### config.mk
export PLATFORM = sky130hd
export DESIGN_NAME = adc_window_monitor
export DESIGN_NICKNAME = d
export VERILOG_FILES = /design/src/rtl/adc_mon_pkg.sv /design/src/rtl/adc_mon_slot_cmp.sv /design/src/rtl/adc_mon_flags.sv /design/src/rtl/adc_window_monitor.sv
export SDC_FILE = /design/constraint.sdc
export NUM_CORES = 1
export LEC_CHECK = 0
export BUFFER_PORTS_ARGS = -buffer_cell sky130_fd_sc_hd__buf_2
export CAP_MARGIN = 0
export CORE_MARGIN = 1
export CORE_UTILIZATION = 60
export DETAILED_ROUTE_END_ITERATION = 16
export PLACE_DENSITY = 0.81
export SYNTH_ARGS = -nofsm -noshare
export SYNTH_HDL_FRONTEND = slang
export SYNTH_HIERARCHICAL = 1
export SYNTH_SLANG_ARGS = --single-unit
### constraint.sdc
create_clock -name clk -period 2.7 [get_ports clk]
set_clock_uncertainty 0.2 [all_clocks]
set_input_delay 0 -clock clk [delete_from_list [all_inputs] [get_ports clk]]
set_output_delay 0 -clock clk [all_outputs]
set_load 0.005 [all_outputs]
### src/rtl/adc_mon_pkg.sv
package adc_mon_pkg;
    localparam int DATA_W    = 10;
    localparam int CH_W      = 4;
    localparam int NUM_SLOTS = 4;
    localparam int REG_W     = 32;
    localparam int SLOT_BASE = 4;
    localparam int ADDR_W    = $clog2(SLOT_BASE + NUM_SLOTS);

    localparam logic [ADDR_W-1:0] A_CHAN  = ADDR_W'(0);
    localparam logic [ADDR_W-1:0] A_DATA  = ADDR_W'(1);
    localparam logic [ADDR_W-1:0] A_FLAGS = ADDR_W'(2);
    localparam logic [ADDR_W-1:0] A_IE    = ADDR_W'(3);
    localparam int BUSY_BIT = 8;

    // packed from MSB: lo_en(25) hi_en(24) chan(23:20) lo(19:10) hi(9:0)
    typedef struct packed {
        logic              lo_en;
        logic              hi_en;
        logic [CH_W-1:0]   chan;
        logic [DATA_W-1:0] lo;
        logic [DATA_W-1:0] hi;
    } slot_t;

    localparam int SLOT_BITS = $bits(slot_t);

    typedef struct packed {
        logic [1:0] flags;
        logic [1:0] ie;
        logic       irq;
    } flag_state_t;
endpackage

### src/rtl/adc_mon_slot_cmp.sv
module adc_mon_slot_cmp
    import adc_mon_pkg::*;
(
    input  slot_t             cfg,
    input  logic              valid,
    input  logic [CH_W-1:0]   chan,
    input  logic [DATA_W-1:0] value,
    output logic              hi_hit,
    output logic              lo_hit
);
    logic match;

    always_comb begin
        match  = valid && (chan == cfg.chan);
        hi_hit = match && cfg.hi_en && (value > cfg.hi);
        lo_hit = match && cfg.lo_en && (value < cfg.lo);
    end
endmodule

### src/rtl/adc_mon_flags.sv
module adc_mon_flags
    import adc_mon_pkg::*;
(
    input  logic       clk,
    input  logic       rst_n,
    input  logic [1:0] set_i,
    input  logic [1:0] clr_i,
    input  logic       ie_we,
    input  logic [1:0] ie_wdata,
    output logic [1:0] flags_o,
    output logic [1:0] ie_o,
    output logic       irq_o
);
    flag_state_t st_d, st_q;

    always_comb begin
        st_d = st_q;
        // a trip in the same cycle overrides the clear
        st_d.flags = (st_q.flags & ~clr_i) | set_i;
        if (ie_we) begin
            st_d.ie = ie_wdata;
        end
        st_d.irq = |(st_d.flags & st_d.ie);
    end

    always_ff @(posedge clk or negedge rst_n) begin
        if (!rst_n) begin
            st_q <= '0;
        end else begin
            st_q <= st_d;
        end
    end

    assign flags_o = st_q.flags;
    assign ie_o    = st_q.ie;
    assign irq_o   = st_q.irq;
endmodule

### src/rtl/adc_window_monitor.sv
module adc_window_monitor
    import adc_mon_pkg::*;
#(
    parameter int N_SLOTS = adc_mon_pkg::NUM_SLOTS
) (
    input  logic              clk,
    input  logic              rst_n,
    input  logic              conv_busy,
    input  logic              conv_done,
    input  logic [CH_W-1:0]   conv_chan,
    input  logic [DATA_W-1:0] conv_data,
    input  logic              reg_we,
    input  logic [ADDR_W-1:0] reg_addr,
    input  logic [REG_W-1:0]  reg_wdata,
    output logic [REG_W-1:0]  reg_rdata,
    output logic              irq
);
    typedef struct packed {
        slot_t [N_SLOTS-1:0] slots;
        logic [CH_W-1:0]     last_chan;
        logic [DATA_W-1:0]   last_data;
    } mon_state_t;

    mon_state_t st_d, st_q;

    logic [N_SLOTS-1:0]  hi_hits, lo_hits;
    logic [1:0]          flags_w, ie_w, clr_w;
    slot_t [N_SLOTS-1:0] slots_w;

    generate
        for (genvar k = 0; k < N_SLOTS; k++) begin : g_slot
            adc_mon_slot_cmp u_cmp (
                .cfg    (st_q.slots[k]),
                .valid  (conv_done),
                .chan   (conv_chan),
                .value  (conv_data),
                .hi_hit (hi_hits[k]),
                .lo_hit (lo_hits[k])
            );
        end
    endgenerate

    assign clr_w = (reg_we && reg_addr == A_FLAGS) ? reg_wdata[1:0] : 2'b00;

    adc_mon_flags u_flags (
        .clk      (clk),
        .rst_n    (rst_n),
        .set_i    ({|lo_hits, |hi_hits}),
        .clr_i    (clr_w),
        .ie_we    (reg_we && reg_addr == A_IE),
        .ie_wdata (reg_wdata[1:0]),
        .flags_o  (flags_w),
        .ie_o     (ie_w),
        .irq_o    (irq)
    );

    always_comb begin
        st_d = st_q;
        if (conv_done) begin
            st_d.last_chan = conv_chan;
            st_d.last_data = conv_data;
        end
        for (int k = 0; k < N_SLOTS; k++) begin
            if (reg_we && !conv_busy && (int'(reg_addr) == SLOT_BASE + k)) begin
                st_d.slots[k] = reg_wdata[SLOT_BITS-1:0];
            end
        end
    end

    always_ff @(posedge clk or negedge rst_n) begin
        if (!rst_n) begin
            st_q <= '0;
        end else begin
            st_q <= st_d;
        end
    end

    always_comb begin
        reg_rdata = '0;
        case (reg_addr)
            A_CHAN: begin
                reg_rdata[CH_W-1:0] = st_q.last_chan;
                reg_rdata[BUSY_BIT] = conv_busy;
            end
            A_DATA:  reg_rdata[DATA_W-1:0] = st_q.last_data;
            A_FLAGS: reg_rdata[1:0] = flags_w;
            A_IE:    reg_rdata[1:0] = ie_w;
            default: begin
                for (int k = 0; k < N_SLOTS; k++) begin
                    if (int'(reg_addr) == SLOT_BASE + k) begin
                        reg_rdata[SLOT_BITS-1:0] = st_q.slots[k];
                    end
                end
            end
        endcase
    end

    assign slots_w = st_q.slots;
endmodule

# Word-level counts from Yosys, hierarchy flattened

Cells that the tools add are included.

Order comparisons: 8
Equal/unequal tests: 11
Multiplexer cells: 12
Bitwise logic cells: 4
Reductions and logical operators: 35

Operator list:

| operator                                      | count |
|---|---|
| 2-to-1 mux 26 bit                             | 4 |
| > comparator 10 bit                           | 4 |
| less-than comparator 10 bit                   | 4 |
| logical AND 1 bit                             | 27 |
| == test 4 bit                                 | 4 |
| 2-to-1 mux 16 bit                             | 1 |
| OR reduction 4 bit                            | 3 |
| == test 3 x 2 -> 1 bit, second input constant | 3 |
| one-hot mux 2 bit (4 select lines)            | 1 |
| one-hot mux 4 bit (2 select lines)            | 1 |
| == test 3 x 1 -> 1 bit, second input constant | 2 |
| == test 3 bit, second input constant          | 2 |
| one-hot mux 2 bit (3 select lines)            | 1 |
| bitwise AND 2 bit                             | 2 |
| 2-to-1 mux 2 bit                              | 2 |
| OR reduction 2 bit                            | 2 |
| logical NOT 3 bit                             | 1 |
| one-hot mux 1 bit (3 select lines)            | 1 |
| OR reduction 3 bit                            | 1 |
| NOT 2 bit                                     | 1 |
| OR 2 bit                                      | 1 |
| one-hot mux 1 bit (2 select lines)            | 1 |
| logical NOT 1 bit                             | 1 |

Register bits: 123
Output and inout port bits: 33
Word-level logic and storage cells: 95

# Depth between registers and ports, before layout

Word-level depth: 8
Mapped depth: 9
Gate-level depth less buffers: 9

# By module

The synthesis kept the hierarchy.

Modules (own cells, without submodules):

| module                                 | times used | cells an instance | area an instance (um^2) |
|---|---|---|---|
| adc_window_monitor                     | 1          | 356               | 5506.5 |
| adc_mon_slot_cmp (g_slot[0].u_cmp ...) | 3          | 77                | 534.3 |
| adc_mon_slot_cmp (g_slot[1].u_cmp)     | 1          | 77                | 560.5 |
| adc_mon_flags                          | 1          | 12                | 182.7 |

# Worst setup path after synthesis

OpenSTA, ideal clock, no wires.

Path type: register -> register
Start point: reg st_q (netlist bit slots_w[33])
End point: reg u_flags.st_q (netlist bit u_flags/irq_o)
Setup time: 121 ps
Arrival: 2167 ps
Setup slack: 212 ps
Stages on the path, launching flop included: 10
Path buffers: 0
Clock period less this slack: 2488 ps
Cell sequence: dfrtp_1 -> inv_1 -> ha_1 -> a211oi_1 -> nor2_1 -> a2111oi_0 -> nor3_1 -> or4_1 -> a21o_1 -> a22o_1

RTL lines:

| element                  | line                     | source |
|---|---|---|
| start: declaration       | adc_window_monitor.sv:24 | `mon_state_t st_d, st_q;` |
| start signal: assignment | adc_window_monitor.sv:74 | `st_q <= st_d;` |
| end signal: assignment   | adc_mon_flags.sv:30      | `st_q <= st_d;` |
| end: declaration         | adc_mon_flags.sv:14      | `flag_state_t st_d, st_q;` |

==> results.toml <==
[timing]
fmax_mhz = 382
setup_viol = 0
setup_ws_ps = 81.8
finalCritPeriodShare = 0.970
hold_slack_ps = -11.8
rsz0062_at_grt = "no"
post-route-min-period_ps = 2620
tns_ps = 0
relSlewSlack = 0.451
maxSlewViolCount = 0
hold_viol = 10
worst_pin_slew_ps = 820

[global_route]
groute.usage.overall = 0.351
antenna_found_initial = 0
grt_max_degree = 58
grt_pass1_wl_um = 34700
overflow = 0
grt_pass1_vias = 6669

[setup_path]
critPathKind = "flip-flop to flip-flop"
crit_slowest_cell = "or4_1"
cpPeakStageDelay_ps = 540
required_ps = 2800
critical_path.top_delay_family = "simple AND/OR/NAND/NOR gates"
worst-path-max-fanout = 3
worst_setup_path_end_kind = "flip-flop"
crit_arrival_ps = 2720
path_buf_inv = 1
crit_chain = "inv_1, ha_1, nand4_1, o311ai_1, nor4_1, or4_1, a21o_1, a22o_1"
start_kind = "flip-flop"

[placed_design]
place.port_buffers = 74
pre_cts_ws_ps = 22.4
place_congestion = 0.887
dpl.hpwl_um = 14900
placed_cells = 918

[final_layout]
drive_gt1_frac = 0.333
regArea_mm2 = 0.00308
multiInputGateArea_mm2 = 0.00430
stdcell_count = 1008
nets = 953
n_antenna_cell = 0
fillCellCount = 835
area_growth_pct = 23.1

[logic_synthesis]
synth_edf_count = 0
synth-seq-cells = 123
ys.flop_type = "dfrtp_1"
yosysTopAreaCell = "dfrtp_1"
synth_cells = 676
yosys_warnings = 6
synth_cell_types = 54
synth.most_common_cell = "dfrtp_1"
synthArstFlopShare = 1.00
seq_area_frac_synth = 0.392
yosys-top-cells-area = "dfrtp_1, mux2_2, ha_1"
syn_area_mm2 = 0.00785
post_synth.cell_area_avg_um2 = 11.6
synthTopCellsByCount = "dfrtp_1, mux2_2, inv_1"
synth_top_area_frac = 0.392

[min_path]
hp-class = "primary input to asynchronous set/reset pin"

[cts]
clockBufferDepth = 2
cts_tree = "yes"
path_clk_slew_ps = 60
insertion_delay_ps = 420
cts.htree.levels = 4
cts_sinks = 123
numCtsBuffers = 17
clockRootBuffer = "clkbuf_16"

[power]
p_leak_uw = 0.00459
vdd_drop_max_mv = 0.558
p_per_area_mw_per_mm2 = 721

[floorplanning]
dieHeight_um = 116
die-area_mm2 = 0.0135
initial_core_util = 0.620
core_area_mm2 = 0.0127
chipWidth_um = 116
io_pins = 87
num_rows = 41

[detailed_routing]
vias = 6244
detail_route.iter0.violations = 566
wl_per_cell_um = 22.0
dr.pass1.iters = 9
via_per_inst = 6.19
drc = 0
wl_um = 22200
ant_nets = 0

[status]
status = "finished with violations"
violations = "negative hold slack"

[job]
cap_viol_max_count = 0
-- per-layer routing --
| layer | wire length [µm] | global-route usage | vias up |
|---|---|---|---|
| li1 | - | - | 2730 |
| met1 | 8770 | 0.421 | 3105 |
| met2 | 10800 | 0.588 | 314 |
| met3 | 1630 | 0.0784 | 95 |
| met4 | 960 | 0.194 | 0 |
| met5 | 0 | 0 | - |
-- worst register-to-register path, cell delays in order, from the launching register on --
cell      delay, ps
dfrtp_1         380
inv_1            70
ha_1            290
nand4_1         160
o311ai_1        340
nor4_1           90
or4_1           540
a21o_1          200
a22o_1          220
-- area by class of cell --
| class | instances | share of cell area |
|---|---|---|
| tap | 172 | 0.0223 |
| sequential | 123 | 0.318 |
| clock inverter | 6 | 0.0111 |
| inverter | 94 | 0.0365 |
| timing repair buffer | 150 | 0.114 |
| multi-input combinational | 437 | 0.445 |
| clock buffer | 26 | 0.0527 |
-- logic make-up after synthesis --
family          count (synthesis)  share of synthesized area
mux                           156                      0.254
flops                         123                      0.392
buf+inv                       121                     0.0698
simple gates                  109                     0.0843
compound gates                 85                     0.0728
fa+ha+maj                      76                      0.121
xor+xnor                        5                    0.00558
other cells                     1                   0.000478
-- repair_timing --
action                     in CTS  in global routing
hold buffers                   55                  0
setup buffers                   0                  3
setup endpoints to repair       0                  2
gates resized for setup         0                 10
hold endpoints to repair      203                  0
-- worst paths after layout --
path	startpoint	end	slack, ps	depth (start not counted)
setup / recovery	slots_w[19]$_DFFE_PN0P_	u_flags/irq_o$_DFF_PN0_	80	8
hold / removal	rst_n	slots_w[8]$_DFFE_PN0P_	-10	2
setup reg to reg	slots_w[19]$_DFFE_PN0P_	u_flags/irq_o$_DFF_PN0_	80	8
hold reg to reg	u_flags/flags_o[0]$_DFF_PN0_	u_flags/flags_o[0]$_DFF_PN0_	330	1
max in group asynchronous	rst_n	slots_w[27]$_DFFE_PN0P_	1540	3
min in group clk	reg_we	u_flags/flags_o[0]$_DFF_PN0_	80	5
-- where the power goes --
group	internal (µW)	total [µW]	switching (µW)
clock	1570	2370	799
sequential	2260	2630	364
combinational	1040	1970	931
-- flip-flops by register name, indices dropped and copies added (netlist names) --
register and cells:
u_flags/flags_o 2, st_q 14, u_flags/ie_o 2, u_flags/irq_o 1
slots_w 104
-- cell usage in the layout, fill, tap and decap left out, drive strengths merged, types with 18 or more instances in the layout --
cell / instances
mux2: 125
dfrtp: 123
buf: 95
inv: 94
ha: 76
dlygate4sd3: 55
clkbuf: 26
mux4: 20
o21ai: 20
a21oi: 18
-- per-stage QoR --
stage          power [µW]  hold WS [ps]  cell area, µm²   util
2_1_floorplan        3770          -496            7870      -
3_3_place_gp         4290         -98.7            8430  0.665
3_5_place_dp         4420         -89.1            8430  0.665
4_1_cts              6880          14.8            9600  0.757
5_1_grt              7310          80.3            9670  0.763
6_report             6970         -11.8            9670  0.763
(Power assumes the default switching activity.)
